### src/rtl/ttw_pkg.sv
package ttw_pkg;
   typedef enum logic [1:0] {
      DK_FAULT,
      DK_TABLE,
      DK_SECTION,
      DK_PAGE
   } desc_kind_e;

   typedef enum logic [2:0] {
      ST_IDLE,
      ST_L1_REQ,
      ST_L1_WAIT,
      ST_L2_REQ,
      ST_L2_WAIT,
      ST_DONE
   } walk_state_e;
endpackage

### src/rtl/ttw_addr_gen.sv
module ttw_addr_gen #(
   parameter int VA_W     = 32,
   parameter int PA_W     = 32,
   parameter int L1_IDX_W = 12,
   parameter int L2_IDX_W = 8,
   localparam int BASE_W    = PA_W - L1_IDX_W - 2,
   localparam int L2_BASE_W = PA_W - L2_IDX_W - 2,
   localparam int SEC_OFS_W = VA_W - L1_IDX_W
) (
   input  logic [VA_W-1:0]      va,
   input  logic [BASE_W-1:0]    l1_base,
   input  logic [L2_BASE_W-1:0] l2_base,
   input  logic                 use_l2,
   output logic [PA_W-1:0]      addr
);
   logic [PA_W-1:0] l1_addr;
   logic [PA_W-1:0] l2_addr;

   assign l1_addr = {l1_base, va[VA_W-1 -: L1_IDX_W], 2'b00};
   assign l2_addr = {l2_base, va[SEC_OFS_W-1 -: L2_IDX_W], 2'b00};
   assign addr    = use_l2 ? l2_addr : l1_addr;

   logic unused_va;
   assign unused_va = ^va;
endmodule

### src/rtl/ttw_desc_decode.sv
module ttw_desc_decode import ttw_pkg::*; #(
   parameter bit RSV_IS_FAULT = 1'b1
) (
   input  logic [1:0]  code,
   input  logic        second_level,
   output desc_kind_e  kind
);
   desc_kind_e l1_kind;
   desc_kind_e rsv_kind;

   generate
      if (RSV_IS_FAULT) begin : g_rsv_fault
         assign rsv_kind = DK_FAULT;
      end else begin : g_rsv_section
         assign rsv_kind = DK_SECTION;
      end
   endgenerate

   always_comb begin
      unique case (code)
         2'b01:   l1_kind = DK_TABLE;
         2'b10:   l1_kind = DK_SECTION;
         2'b11:   l1_kind = rsv_kind;
         default: l1_kind = DK_FAULT;
      endcase
   end

   assign kind = second_level ? ((code == 2'b00) ? DK_FAULT : DK_PAGE) : l1_kind;
endmodule

### src/rtl/ttw_result.sv
module ttw_result #(
   parameter int VA_W     = 32,
   parameter int PA_W     = 32,
   parameter int L1_IDX_W = 12,
   parameter int L2_IDX_W = 8,
   parameter int PERM_LSB = 4,
   parameter int PERM_W   = 2,
   localparam int SEC_OFS_W = VA_W - L1_IDX_W,
   localparam int PG_OFS_W  = SEC_OFS_W - L2_IDX_W
) (
   input  logic [PA_W-1:0]   desc,
   input  logic [VA_W-1:0]   va,
   output logic [PA_W-1:0]   pa_section,
   output logic [PA_W-1:0]   pa_page,
   output logic [PERM_W-1:0] perm
);
   assign pa_section = {desc[PA_W-1:SEC_OFS_W], va[SEC_OFS_W-1:0]};
   assign pa_page    = {desc[PA_W-1:PG_OFS_W], va[PG_OFS_W-1:0]};
   assign perm       = desc[PERM_LSB +: PERM_W];

   logic unused_in;
   assign unused_in = ^{desc, va};
endmodule

### src/rtl/ttw_walker.sv
module ttw_walker import ttw_pkg::*; #(
   parameter int VA_W     = 32,
   parameter int PA_W     = 32,
   parameter int L1_IDX_W = 12,
   parameter int L2_IDX_W = 8,
   parameter int PERM_LSB = 4,
   parameter int PERM_W   = 2,
   parameter bit RSV_IS_FAULT = 1'b1,
   localparam int BASE_W    = PA_W - L1_IDX_W - 2,
   localparam int L2_BASE_W = PA_W - L2_IDX_W - 2,
   localparam int SEC_OFS_W = VA_W - L1_IDX_W,
   localparam int PG_OFS_W  = SEC_OFS_W - L2_IDX_W
) (
   input  logic              clk,
   input  logic              rst_n,
   input  logic              req_valid,
   input  logic [VA_W-1:0]   req_va,
   input  logic [BASE_W-1:0] ttb_base,
   output logic              mem_rd_valid,
   output logic [PA_W-1:0]   mem_rd_addr,
   input  logic              mem_rd_ready,
   input  logic              mem_rsp_valid,
   input  logic [PA_W-1:0]   mem_rsp_data,
   output logic              walk_done,
   output logic              walk_fault,
   output logic              walk_refill,
   output logic [PA_W-1:0]   walk_pa,
   output logic [PERM_W-1:0] walk_perm
);
   initial begin : cfg_chk
      assert (BASE_W > 0 && SEC_OFS_W > 0 && PG_OFS_W > 0)
         else $error("ttw_walker: index widths exceed address width");
      assert (PA_W > SEC_OFS_W)
         else $error("ttw_walker: section offset leaves no frame bits");
      assert (PERM_LSB >= 2 && PERM_LSB + PERM_W <= PG_OFS_W)
         else $error("ttw_walker: permission field overlaps type or frame bits");
   end

   walk_state_e          state_q;
   logic [VA_W-1:0]      va_q;
   logic [BASE_W-1:0]    base_q;
   logic [L2_BASE_W-1:0] l2_base_q;
   logic [PA_W-1:0]      pa_q;
   logic [PERM_W-1:0]    perm_q;
   logic                 fault_q;

   desc_kind_e           kind;
   logic [PA_W-1:0]      pa_sec;
   logic [PA_W-1:0]      pa_pg;
   logic [PERM_W-1:0]    perm_d;
   logic                 in_l2;

   assign in_l2 = (state_q == ST_L2_REQ) || (state_q == ST_L2_WAIT);

   ttw_addr_gen #(
      .VA_W(VA_W), .PA_W(PA_W), .L1_IDX_W(L1_IDX_W), .L2_IDX_W(L2_IDX_W)
   ) u_addr (
      .va(va_q), .l1_base(base_q), .l2_base(l2_base_q),
      .use_l2(in_l2), .addr(mem_rd_addr)
   );

   ttw_desc_decode #(.RSV_IS_FAULT(RSV_IS_FAULT)) u_dec (
      .code(mem_rsp_data[1:0]), .second_level(state_q == ST_L2_WAIT), .kind(kind)
   );

   ttw_result #(
      .VA_W(VA_W), .PA_W(PA_W), .L1_IDX_W(L1_IDX_W), .L2_IDX_W(L2_IDX_W),
      .PERM_LSB(PERM_LSB), .PERM_W(PERM_W)
   ) u_res (
      .desc(mem_rsp_data), .va(va_q),
      .pa_section(pa_sec), .pa_page(pa_pg), .perm(perm_d)
   );

   always_ff @(posedge clk or negedge rst_n) begin
      if (!rst_n) begin
         state_q   <= ST_IDLE;
         va_q      <= '0;
         base_q    <= '0;
         l2_base_q <= '0;
         pa_q      <= '0;
         perm_q    <= '0;
         fault_q   <= 1'b0;
      end else begin
         unique case (state_q)
            ST_IDLE: begin
               if (req_valid) begin
                  va_q    <= req_va;
                  base_q  <= ttb_base;
                  state_q <= ST_L1_REQ;
               end
            end
            ST_L1_REQ: if (mem_rd_ready) state_q <= ST_L1_WAIT;
            ST_L2_REQ: if (mem_rd_ready) state_q <= ST_L2_WAIT;
            ST_L1_WAIT, ST_L2_WAIT: begin
               if (mem_rsp_valid) begin
                  unique case (kind)
                     DK_TABLE: begin
                        l2_base_q <= mem_rsp_data[PA_W-1 -: L2_BASE_W];
                        state_q   <= ST_L2_REQ;
                     end
                     DK_SECTION: begin
                        pa_q    <= pa_sec;
                        perm_q  <= perm_d;
                        fault_q <= 1'b0;
                        state_q <= ST_DONE;
                     end
                     DK_PAGE: begin
                        pa_q    <= pa_pg;
                        perm_q  <= perm_d;
                        fault_q <= 1'b0;
                        state_q <= ST_DONE;
                     end
                     default: begin
                        pa_q    <= '0;
                        perm_q  <= '0;
                        fault_q <= 1'b1;
                        state_q <= ST_DONE;
                     end
                  endcase
               end
            end
            default: state_q <= ST_IDLE;
         endcase
      end
   end

   assign mem_rd_valid = (state_q == ST_L1_REQ) || (state_q == ST_L2_REQ);
   assign walk_done    = (state_q == ST_DONE);
   assign walk_fault   = fault_q;
   assign walk_refill  = walk_done && !fault_q;
   assign walk_pa      = pa_q;
   assign walk_perm    = perm_q;


   rd_hold_chk: assert property (@(posedge clk) disable iff (!rst_n)
      mem_rd_valid && !mem_rd_ready |=> mem_rd_valid && $stable(mem_rd_addr));


   one_in_flight_chk: assert property (@(posedge clk) disable iff (!rst_n)
      mem_rd_valid && mem_rd_ready |=> !mem_rd_valid);


   done_pulse_chk: assert property (@(posedge clk) disable iff (!rst_n)
      walk_done |=> !walk_done);


   done_after_rsp_chk: assert property (@(posedge clk) disable iff (!rst_n)
      $rose(walk_done) |-> $past(mem_rsp_valid));


   idle_after_done_chk: assert property (@(posedge clk) disable iff (!rst_n)
      walk_done |=> !mem_rd_valid);
endmodule

### config.mk
export PLATFORM = sky130hd
export DESIGN_NAME = ttw_walker
export DESIGN_NICKNAME = d
export VERILOG_FILES = /design/src/rtl/ttw_pkg.sv /design/src/rtl/ttw_addr_gen.sv /design/src/rtl/ttw_desc_decode.sv /design/src/rtl/ttw_result.sv /design/src/rtl/ttw_walker.sv
export SDC_FILE = /design/constraint.sdc
export NUM_CORES = 1
export LEC_CHECK = 0
export CORE_MARGIN = 8
export CORE_UTILIZATION = 47
export DETAILED_ROUTE_END_ITERATION = 10
export PLACE_DENSITY = 0.86
export SLEW_MARGIN = 40
export SYNTH_ARGS = -nofsm -noshare
export SYNTH_HDL_FRONTEND = slang
export SYNTH_SLANG_ARGS = --single-unit
### constraint.sdc
create_clock -name clk -period 2.39 [get_ports clk]
set_clock_uncertainty 0.05 [all_clocks]
set_input_delay 0.3585 -clock clk [delete_from_list [all_inputs] [get_ports clk]]
set_output_delay 0.3585 -clock clk [all_outputs]
set_load 0.01 [all_outputs]
==> impl_metrics.yaml <==
status:
  outcome: "completed"
setup_path:
  rrSetupSlack_ns: 0.50
  slowest_stage: "dfrtp_1"
  path_cells: "and2b_2 > a21o_1 > buf_4 > buf_16 > mux2_2 > buf_2"
  arrival_ns: 1.95
  crit_type: "flip-flop to output port"
  ff2ff_path_depth: 7
  cp-start-kind: "flip-flop"
  max_stage_delay_ns: 0.43
  r2r_start: "state_q[0]$_DFFE_PN0P_"
  end_kind: "output port"
  r2r-end: "walk_pa[2]$_DFFE_PN0P_"
  cp.depth: 6
  crit_fanout: 15
  required_ns: 1.98
  worst-path-buf-inv: 3
  crit_family: "buffers and inverters"
grt:
  antenna_found_initial: 0
  grt_max_degree: 41
  grt.total_usage_pct: 18.5
  grt_pass1_wl_mm: 21.1
  grt_pass1_vias: 3985
  grt_overflow: 0
pwr:
  p_comb_share_pct: 47.4
  intPower_uw: 5310
  ir_worst_vdd_mv: 0.611
  pwr-share-clk_pct: 14.1
  power_density_nw_per_um2: 1190
  power.share.switching_pct: 34.9
  p_sw_uw: 2840
  cellLeakagePower_uw: 0.00292
  p_seq_share_pct: 38.4
worst_hold_path:
  min_path_type: "primary input to async pin"
sta:
  final.setup.worst_slack_ns: 0.0327
  finalCritPeriodShare_pct: 98.6
  worst_pin_slew_ns: 0.546
  finalSetupViolations: 0
  period_minus_slack_ns: 2.36
  slew-limit-headroom_pct: 63.6
  slew_violations: 0
  hold_viol: 0
  rsz0062_at_grt: "true"
  fmaxAchievable_mhz: 424
synthesis:
  synth_seq_cells: 110
  synth.area.top_cells: "dfrtp_1 (55%), mux2_2 (25%), o31ai_2 (3.5%)"
  avgSynthCellArea_um2: 12.9
  synthCells: 389
  synth_edf_count: 0
  syn_area_um2: 5020
  yosysTopAreaCell: "dfrtp_1"
  synth_cell_types: 30
  async_flop_share_pct: 100
  ys_top_cells_by_count: "dfrtp_1 (110), mux2_2 (110), nand2_1 (37)"
  synth.top_cell.area_share_pct: 54.8
  ys.flop_type: "dfrtp_1"
  yosysSeqAreaShare_pct: 54.8
  yosysWarnings: 0
floorplan:
  io_pins: 157
  die-area_um2: 14300
  rows: 37
  die_h_um: 119
  die_w_um: 119
  coreArea_um2: 10400
  initial_core_util_pct: 48.5
clock_network:
  cts.clk_slew.worst_paths_ns: 0.10
  insertion_delay_ns: 0.37
  ctsRootBufferMaster: "clkbuf_8"
  cts_buffer_depth: 2
  cts_sinks: 110
  cts_tree: "built"
  numCtsBuffers: 9
  htree_levels: 3
cells_and_area:
  layout.nets: 629
  fillers: 798
  syn_to_final_growth_pct: 36.2
  final_util_pct: 66.0
  antenna_cells: 0
  final-seq-area_um2: 2750
  drive_gt1_share_pct: 37.1
  multi_input_area_um2: 2100
routing:
  drt_pass1_iterations: 4
  avgRoutedWirePerCell_um: 19.5
  num_vias: 3653
  drc: 0
  drtAntennaViolNets: 0
  routed_wl_mm: 13.3
  via_per_inst: 5.35
  drt_iter0_markers: 240
place:
  place_congestion: 0.797
  preCtsSetupSlack_ns: 0.0943
  portBuffers: 148
  dpl.hpwl_mm: 9.51
run:
  cap_violations: 0
==> cell usage in the layout, fill, tap and decap left out, types with 2 or more instances in the layout <==
master / count
o21ai_1: 2
nor3_1: 2
o21ai_0: 33
clkbuf_8: 9
nor2b_1: 6
clkdlybuf4s50_1: 117
dfrtp_1: 110
nand2_1: 37
o31ai_2: 14
or2_2: 2
nor3b_4: 2
conb_1: 2
nor2_1: 2
a21oi_1: 2
mux2_2: 110
a21o_1: 4
buf_2: 30
clkinv_4: 3
buf_12: 6
o31ai_1: 13
buf_4: 18
nand3_1: 8
==> flip-flops by register name (all words and copies together) (netlist names) <==
register,flops
va_q,32
walk_pa,32
l2_base_q,22
base_q,18
state_q,3
walk_perm,2
walk_fault,1
==> cell families (layout without fill, tap and decap cells) <==
family	count (synthesis)	count (layout)	share of synthesized area, %
AO/OA/AOI/OAI	72	72	10.5
buffers and inverters	32	189	3.64
flip-flops	110	110	54.8
multiplexers	110	110	24.7
other	1	2	0.0746
AND/OR/NAND/NOR	64	64	6.35
==> worst max path at each step <==
stage,from,to,slack (ns)
final,state_q[1]$_DFFE_PN0P_,mem_rd_addr[11],0.03
after global routing,state_q[1]$_DFFE_PN0P_,mem_rd_addr[15],-0.04
after CTS,state_q[1]$_DFFE_PN0P_,mem_rd_addr[8],0.04
after detailed placement,state_q[1]$_DFFE_PN0P_,mem_rd_addr[14],0.09
after global placement,state_q[1]$_DFFE_PN0P_,mem_rd_addr[31],0.15
after floorplan,state_q[0]$_DFFE_PN0P_,mem_rd_addr[10],0.46
==> metal layers <==
metal	vias to the layer above	wire length (um)	GRT usage (%)	part of all wire (%)
li1	1683	-	-	-
met1	1827	5410	21.6	41
met2	128	6820	32.3	51
met3	15	800	4.82	6.0
met4	0	287	6.56	2.2
met5	-	0	0	0
==> area by class of cell <==
class	instances	share of cell area (%)
Multi-Input combinational cell	248	30.7
Clock inverter	7	1.19
Timing Repair Buffer	173	23.6
Clock buffer	9	1.81
Sequential cell	110	40.2
Tap cell	136	2.49
==> through the flow <==
stage | cells | TNS, ns | hold WS, ns | total power, uW | instance area, um^2
final | 683 | 0 | 0.439 | 8160 | 6840
after detailed placement | 660 | 0 | 0.328 | 7340 | 6710
after global routing | 683 | -0.803 | 0.470 | 8650 | 6840
after global placement | 660 | 0 | 0.323 | 7160 | 6710
after floorplan | 390 | 0 | 0.0129 | 5350 | 5030
after CTS | 681 | 0 | 0.450 | 8230 | 6830
==> power by group through the flow <==
stage | sequential (uW) | combinational, uW | clock [uW]
after floorplan | 3120 | 2230 | 0
after global placement | 3110 | 4050 | 0
after detailed placement | 3170 | 4180 | 0
after CTS | 3130 | 3910 | 1190
after global routing | 3230 | 4160 | 1260
final | 3130 | 3870 | 1150
==> worst register-to-register path: stages (launching register included) <==
cell and delay, ns:
dfrtp_1 0.42, nor3b_4 0.21, buf_4 0.13, buf_4 0.20, a21o_1 0.14, buf_4 0.31
nand2_1 0.12, o31ai_1 0.22
==> repair_timing <==
item                                   4_1_cts  5_1_grt
buffers inserted                             3        2
endpoints found under the hold margin       37        0
resized for setup                          121        0
pin swaps                                    0        1
hold buffers                                 1        0
setup endpoints to repair                   30       30
gates cloned                                 1        0
Note: power is estimated with default switching activity, not from simulation.
